**src/rtl/fpoll_pkg.sv**
```systemverilog
package fpoll_pkg;

  // Bit positions inside the status byte returned by the flash.
  localparam int unsigned SB_DATA   = 7;  // complement of data while busy
  localparam int unsigned SB_TOGGLE = 6;  // flips on each read while busy
  localparam int unsigned SB_TMO    = 5;  // internal time limit exceeded

  typedef enum logic [2:0] {
    PS_IDLE,
    PS_DATA,       // data polling: ordinary read
    PS_DATA_LAST,  // data polling: confirmation read after timeout bit
    PS_TGL_A,      // toggle polling: first read of a pair
    PS_TGL_B,      // toggle polling: second read of a pair
    PS_TGL_RA,     // toggle confirmation pair, first read
    PS_TGL_RB      // toggle confirmation pair, second read
  } poll_state_e;

endpackage

```
**src/rtl/fpoll_link.sv**
```systemverilog
// Request/response handshake toward the flash read engine.
module fpoll_link #(
  parameter int AW = 20
) (
  input  logic          clk,
  input  logic          rst_n,
  input  logic          want,
  input  logic [AW-1:0] addr_in,
  output logic          rd_valid,
  input  logic          rd_ready,
  output logic [AW-1:0] rd_addr,
  input  logic          rsp_valid,
  output logic          got
);

  logic waiting;

  assign rd_valid = want & ~waiting;
  assign rd_addr  = addr_in;
  assign got      = waiting & rsp_valid;

  always_ff @(posedge clk) begin
    if (!rst_n) begin
      waiting <= 1'b0;
    end else if (rd_valid && rd_ready) begin
      waiting <= 1'b1;
    end else if (got) begin
      waiting <= 1'b0;
    end
  end

endmodule

```
**src/rtl/fpoll_tally.sv**
```systemverilog
// Counts completed status reads and flags the read that reaches the limit.
module fpoll_tally #(
  parameter int MAX_POLLS = 1024,
  parameter int CW        = 11
) (
  input  logic          clk,
  input  logic          rst_n,
  input  logic          clear,
  input  logic          bump,
  output logic [CW-1:0] count,
  output logic          at_last
);

  localparam logic [CW-1:0] LAST_AT = CW'(MAX_POLLS - 1);
  localparam logic [CW-1:0] TOP     = '1;

  assign at_last = (count >= LAST_AT);

  always_ff @(posedge clk) begin
    if (!rst_n) begin
      count <= '0;
    end else if (clear) begin
      count <= '0;
    end else if (bump && count != TOP) begin
      count <= count + 1'b1;
    end
  end

endmodule

```
**src/rtl/fpoll_judge.sv**
```systemverilog
// Decision logic: given the current phase and the status byte just read,
// pick the next phase or the final verdict.
module fpoll_judge
  import fpoll_pkg::*;
(
  input  poll_state_e st,
  input  logic        s_data,
  input  logic        s_tgl,
  input  logic        s_tmo,
  input  logic        exp_bit,
  input  logic        prev_tgl,
  input  logic        at_last,
  output poll_state_e nxt,
  output logic        fin,
  output logic        ok
);

  always_comb begin
    nxt = st;
    fin = 1'b0;
    ok  = 1'b0;
    unique case (st)
      PS_DATA: begin
        if (s_data == exp_bit) begin
          fin = 1'b1;
          ok  = 1'b1;
        end else if (s_tmo) begin
          nxt = PS_DATA_LAST;
        end else if (at_last) begin
          fin = 1'b1;
        end else begin
          nxt = PS_DATA;
        end
      end
      PS_DATA_LAST: begin
        fin = 1'b1;
        ok  = (s_data == exp_bit);
      end
      PS_TGL_A:  nxt = PS_TGL_B;
      PS_TGL_B: begin
        if (s_tgl == prev_tgl) begin
          fin = 1'b1;
          ok  = 1'b1;
        end else if (s_tmo) begin
          nxt = PS_TGL_RA;
        end else if (at_last) begin
          fin = 1'b1;
        end else begin
          nxt = PS_TGL_A;
        end
      end
      PS_TGL_RA: nxt = PS_TGL_RB;
      PS_TGL_RB: begin
        fin = 1'b1;
        ok  = (s_tgl == prev_tgl);
      end
      default: nxt = PS_IDLE;
    endcase
  end

endmodule

```
**src/rtl/flash_done_poller.sv**
```systemverilog
module flash_done_poller
  import fpoll_pkg::*;
#(
  parameter  int AW        = 20,
  parameter  int DW        = 8,
  parameter  int MAX_POLLS = 1024,
  localparam int CW        = $clog2(MAX_POLLS + 3)
) (
  input  logic          clk,
  input  logic          rst_n,
  input  logic          start,
  input  logic          mode,
  input  logic [DW-1:0] exp_data,
  input  logic [AW-1:0] poll_addr,
  output logic          rd_valid,
  input  logic          rd_ready,
  output logic [AW-1:0] rd_addr,
  input  logic          rsp_valid,
  input  logic [DW-1:0] rsp_data,
  output logic          busy,
  output logic          done,
  output logic          pass,
  output logic          fail,
  output logic [CW-1:0] poll_count
);

  poll_state_e   state, nxt;
  logic [AW-1:0] addr_q;
  logic          exp_q;
  logic          prev_tgl;
  logic          got, fin, ok, at_last, take;
  logic          unused_data;

  assign unused_data = ^{rsp_data, exp_data};
  assign busy        = (state != PS_IDLE);
  assign take        = start & ~busy;

  fpoll_link #(.AW(AW)) u_link (
    .clk       (clk),
    .rst_n     (rst_n),
    .want      (busy),
    .addr_in   (addr_q),
    .rd_valid  (rd_valid),
    .rd_ready  (rd_ready),
    .rd_addr   (rd_addr),
    .rsp_valid (rsp_valid),
    .got       (got)
  );

  fpoll_tally #(.MAX_POLLS(MAX_POLLS), .CW(CW)) u_tally (
    .clk     (clk),
    .rst_n   (rst_n),
    .clear   (take),
    .bump    (got),
    .count   (poll_count),
    .at_last (at_last)
  );

  fpoll_judge u_judge (
    .st       (state),
    .s_data   (rsp_data[SB_DATA]),
    .s_tgl    (rsp_data[SB_TOGGLE]),
    .s_tmo    (rsp_data[SB_TMO]),
    .exp_bit  (exp_q),
    .prev_tgl (prev_tgl),
    .at_last  (at_last),
    .nxt      (nxt),
    .fin      (fin),
    .ok       (ok)
  );

  always_ff @(posedge clk) begin
    if (!rst_n) begin
      state    <= PS_IDLE;
      addr_q   <= '0;
      exp_q    <= 1'b0;
      prev_tgl <= 1'b0;
      done     <= 1'b0;
      pass     <= 1'b0;
      fail     <= 1'b0;
    end else begin
      done <= 1'b0;
      pass <= 1'b0;
      fail <= 1'b0;
      if (take) begin
        addr_q <= poll_addr;
        exp_q  <= exp_data[SB_DATA];
        state  <= mode ? PS_TGL_A : PS_DATA;
      end else if (got) begin
        prev_tgl <= rsp_data[SB_TOGGLE];
        state    <= fin ? PS_IDLE : nxt;
        done     <= fin;
        pass     <= fin & ok;
        fail     <= fin & ~ok;
      end
    end
  end

endmodule

```
**config.mk**
```make
export PLATFORM = sky130hd
export DESIGN_NAME = flash_done_poller
export DESIGN_NICKNAME = d
export VERILOG_FILES = /design/src/rtl/fpoll_pkg.sv /design/src/rtl/fpoll_link.sv /design/src/rtl/fpoll_tally.sv /design/src/rtl/fpoll_judge.sv /design/src/rtl/flash_done_poller.sv
export SDC_FILE = /design/constraint.sdc
export NUM_CORES = 1
export LEC_CHECK = 0
export ABC_AREA = 1
export BUFFER_PORTS_ARGS = -buffer_cell sky130_fd_sc_hd__buf_2
export CAP_MARGIN = 20
export CORE_MARGIN = 8
export CORE_UTILIZATION = 50
export CTS_BUF_LIST = sky130_fd_sc_hd__clkbuf_4 sky130_fd_sc_hd__clkbuf_8
export CTS_CLUSTER_SIZE = 12
export DETAILED_ROUTE_END_ITERATION = 10
export PLACE_DENSITY = 0.92
export SLEW_MARGIN = 10
export SYNTH_ARGS = -nofsm -noshare
export SYNTH_HDL_FRONTEND = slang
export SYNTH_SLANG_ARGS = --single-unit
```
**constraint.sdc**
```tcl
create_clock -name clk -period 1.9 [get_ports clk]
set_input_delay 0.38 -clock clk [delete_from_list [all_inputs] [get_ports clk]]
set_output_delay 0.38 -clock clk [all_outputs]
set_load 0.005 [all_outputs]
```
* Word level (Yosys, flattened, before mapping) *
Cells that the tools add are included.

operators by class
  muxes and demuxes = 21
  reductions and logical operators = 10
  $add $sub $neg = 1
  bitwise logic cells = 11
  equal/unequal tests = 14
  $lt $le $gt $ge = 1

operators with widths
  kind                   number
  $mux 3                 9
  $pmux 3 s5             1
  $add 11x1->11 const B  1
  $ge 11x10->1 const B   1
  $ne 11x11->1 const B   1
  $ne 5x5->1 const B     2
  $eq 3x3->1 const B     3
  $mux 1                 8
  $ne 4x4->1 const B     2
  $eq 3x2->1 const B     2
  $not 1->1              6
  $reduce_and 6->1       1
  $and 1x1->1            5
  $pmux 1 s4             1
  $reduce_bool 2->1      2
  $reduce_or 2->1        2
  $eq 3x1->1 const B     1
  $ne 3x1->1 const B     1
  $pmux 1 s3             1
  $reduce_bool 3->1      1
  $reduce_or 3->1        1
  $eq 1x1->1             2
  $logic_and 1x1->1      2
  $mux 2                 1
  $reduce_and 2->1       1

storage, ports and cells
  logic and storage cells = 67
  output and inout port bits = 36
  input bits = 42
  register bits after elaboration = 40

* Longest topological paths before layout *
  depth in word-level cells = 8
  depth in mapped cells = 10
  mapped depth without buffers = 10

* Hierarchy *
A second synthesis with hierarchy kept.

unflattened totals
  cells, all modules = 307
  area, all modules = 2133.3 sq um

modules (own cells, without submodules)
  module             area each (sq um)  sequential area each (sq um)  instances  cells an instance
  flash_done_poller  1079.8             560.5                         1          129
  fpoll_tally        661.9              220.2                         1          106
  fpoll_link         200.2              20.0                          1          28
  fpoll_judge        191.4              0.0                           1          44

* Least setup slack after synthesis *
OpenSTA, ideal clock, no wires.

  path type = register to register
  start point = register u_tally.count[0]
  end point = register u_tally.count[7]
  setup slack = 0.477 ns
  path buffers = 0
  required time = 1.834 ns
  arrival time = 1.357 ns
  clock period less this slack = 1.423 ns
  stages on the path, launching flop included = 10
  setup time = 0.066 ns
  cell sequence = dfxtp_1 > ha_1 > inv_2 > nor2_8 > nand3_4 > nand2_4 > inv_6 > nand2_4 > or2_1 > a21oi_2

between the ends
  cells in the longest elaborated chain, start to end = 2
  elaborated cells on any way between the ends = 3
  those cells by class = 1 x add/sub; 1 x eq/ne; 1 x reduce/logical

RTL lines
  what                                                   line               source
  start, declared                                        fpoll_tally.sv:10  output logic [CW-1:0] count,
  start signal, assigned                                 fpoll_tally.sv:25  count <= count + 1'b1;
  branches (longest 2 deep; another with $add 11x1->11)  n/a

Several ways; the timed one is not identified.
A chain may end at the register's enable or synchronous reset.

* Final worst setup path *
  start point = register u_tally.count[0]
  end point = register u_tally.count[9]

Same word-level chain as after synthesis.

==> reports/metrics.csv <==
metric,value,unit
status,completed,
slowest_delay,450,ps
die_h,78.0,um
clkTransAtPathRegs,70,ps
min_period,1560,ps
ys_warn_count,0,
syn_area_per_cell,7.71,um2
max_slew.worst_pin.slew,432,ps
synth_edf_count,0,
dp_hpwl,3.51,mm
drt-initial-drc-count,102,
antenna_cells,0,
grt_max_degree,27,
drv_slew,0,
die_w,78.0,um
globalplace.congestion,0.878,
cp.required,2090,ps
cts_buffers,5,
vias,1790,
arrival,1750,ps
path_cells,"ha_1, inv_2, nor2_8, nand3_4, nand2_4, inv_6, nand2_4, nor2_1, nor2_1, nor2_1",
cp_num_buf_inv,2,
grt_pass1_wl,7.55,mm
rsz0062_at_grt,no,
crit_slowest_cell,dfxtp_1,
drtPass1Iterations,4,
synth.distinct_cells,35,
cts_resized,0,
nFillCells,342,
clock_latency,300,ps
placeableCoreArea,3690,um2
cpMostUsedCell,nor2_1,
final_core_util,0.647,
initial_core_util,0.520,
vdd_drop_max,0.000637,V
numPortBuffers,65,
hold_path_depth,3,
grt.overflow.total,0,
hold_class,in2reg,
max_cap_viol_count,0,
p_leak,1.14,nW
worst_r2r_path_depth,10,
htreeDepth,2,
ys.flop_type,dfxtp_1,
clock-sinks,40,
cts.hold.buffers_added,0,
wl_per_cell,12.7,um
netlist_area,1920,um2
ios,78,
cp_num_cells,10,
slew_headroom,0.712,
dieArea,6080,um2
grt_pass1_vias,1701,
routed_wl,4.63,mm
crit_path_start_kind,flip-flop,
ys_seq_area_frac,0.417,
ant_nets,0,
max_freq,0.640,GHz
antenna_found_initial,0,
clk_path_buf_depth,2,
drc,0,
nNetsFinal,358,
cts_tree,built,
power_density,957,nW/um2
worst_clock_skew,6.02,ps
ys_ff_latch,40,
crit_type,reg2reg,
critPathCaptureType,flip-flop,
syn_to_final_growth,24.4,%
setup_viol,0,
syn-num-nets,292,
syn_inst,249,
via_per_inst,4.92,
hold_viol_final,0,
placementRows,22,
path_max_fanout,9,
period_share,0.822,
cts_setup_buffers,0,
finalSetupTns,0,ps
grt_usage,0.152,
critPathTopFamily,simple AND/OR/NAND/NOR gates,
drive_gt1_frac,0.332,
root_buffer,clkbuf_8,
async_reset_ff_frac,0,
## path summary, 6_finish.rpt
path / startpoint / to / slack, ps
max: u_tally.count[0] / u_tally.count[9] / 340
max reg2reg: u_tally.count[0] / u_tally.count[9] / 340
min: exp_data[7] / exp_q / 350
min reg2reg: addr_q[6] / addr_q[6] / 440
## cell usage after synthesis (2+ instances only)
library cell	instances	area [um2]
nor2_2	2	12.5
nand3_1	9	45.0
nor2_4	2	22.5
dfxtp_1	40	801
nor2_1	11	41.3
nand2_4	5	56.3
nand3_4	2	35.0
xor2_1	2	17.5
a21oi_1	37	185
o211ai_1	2	15.0
nor2_8	2	40.0
nand4_1	3	18.8
inv_1	34	128
o21ai_0	6	30.0
nor3_1	2	10.0
a21oi_2	2	17.5
nand2_1	38	143
xnor2_1	2	17.5
buf_2	4	20.0
inv_2	4	15.0
nand2_2	5	31.3
o21ai_1	22	110
## sequential cells by signal, indices dropped and copies added (netlist names)
signal and flops:
addr_q 20, prev_tgl 1, pass 1, state 3, u_tally.count 11, exp_q 1
u_link.waiting 1, done 1, fail 1
## power breakdown
part | total [mW] | switching [mW] | internal (mW) | leakage [nW]
clock | 0.691 | 0.302 | 0.388 | 0.0541
sequential | 1.01 | 0.0705 | 0.942 | 0.328
combinational | 0.581 | 0.349 | 0.232 | 0.762
total | 2.28 | 0.722 | 1.56 | 1.14
## area by class of cell
cell class                 count  area [um2]  share of cell area
clock buffer                   5        68.8              0.0288
clock inverter                 3        42.5              0.0178
inverter                      40         156              0.0655
multi-input combinational    161         918               0.385
sequential                    40         801               0.335
tap                           48        60.1              0.0252
timing repair buffer          67         340               0.143
## worst reg2reg max path, cell delays in order, from the launching register on
cell and delay (ps):
dfxtp_1 450, ha_1 240, inv_2 90, nor2_8 150, nand3_4 90, nand2_4 130
inv_6 70, nand2_4 70, nor2_1 40, nor2_1 90, nor2_1 40
## per-stage QoR
| stage | total power, mW | setup WS (ps) | hold slack, ps | instances | cell area (um2) |
|---|---|---|---|---|---|
| 2_1_floorplan | 1.42 | 477 | 440 | 249 | 1920 |
| 3_3_place_gp | 1.59 | 403 | 429 | 356 | 2280 |
| 3_5_place_dp | 1.62 | 358 | 433 | 356 | 2280 |
| 4_1_cts | 2.31 | 338 | 340 | 364 | 2390 |
| 5_1_grt | 2.41 | 198 | 358 | 364 | 2390 |
| 6_report | 2.28 | 338 | 345 | 364 | 2390 |
## cells in the final DEF, fill, tap and decap left out, types with 3 or more instances in the layout
cell type,netlist,final
a21oi_1,37,37
nand3_1,9,9
o21ai_0,6,6
inv_2,4,4
dfxtp_1,40,40
nand4_1,3,3
clkbuf_8,0,5
buf_2,4,65
inv_1,34,34
nand2_2,5,5
nor2_1,11,11
o21ai_1,22,22
nand2_1,38,38
nand2_4,5,5
## logic make-up (layout without fill, tap and decap cells)
logic type      Yosys count  after routing  share of synthesized area
fa+ha+maj                 1              1                    0.00652
flops                    40             40                      0.417
xor+xnor                  4              4                     0.0183
buf+inv                  48            115                      0.104
compound gates           71             71                      0.196
simple gates             85             85                      0.257
## routing by layer
layer	up-vias	track usage	routed length (um)
met5	-	0	0
met4	0	0.0796	99
met3	10	0.0461	269
met2	42	0.266	2350
met1	793	0.161	1920
li1	945	-	-
No activity file was read; power rests on OpenSTA's default activity.
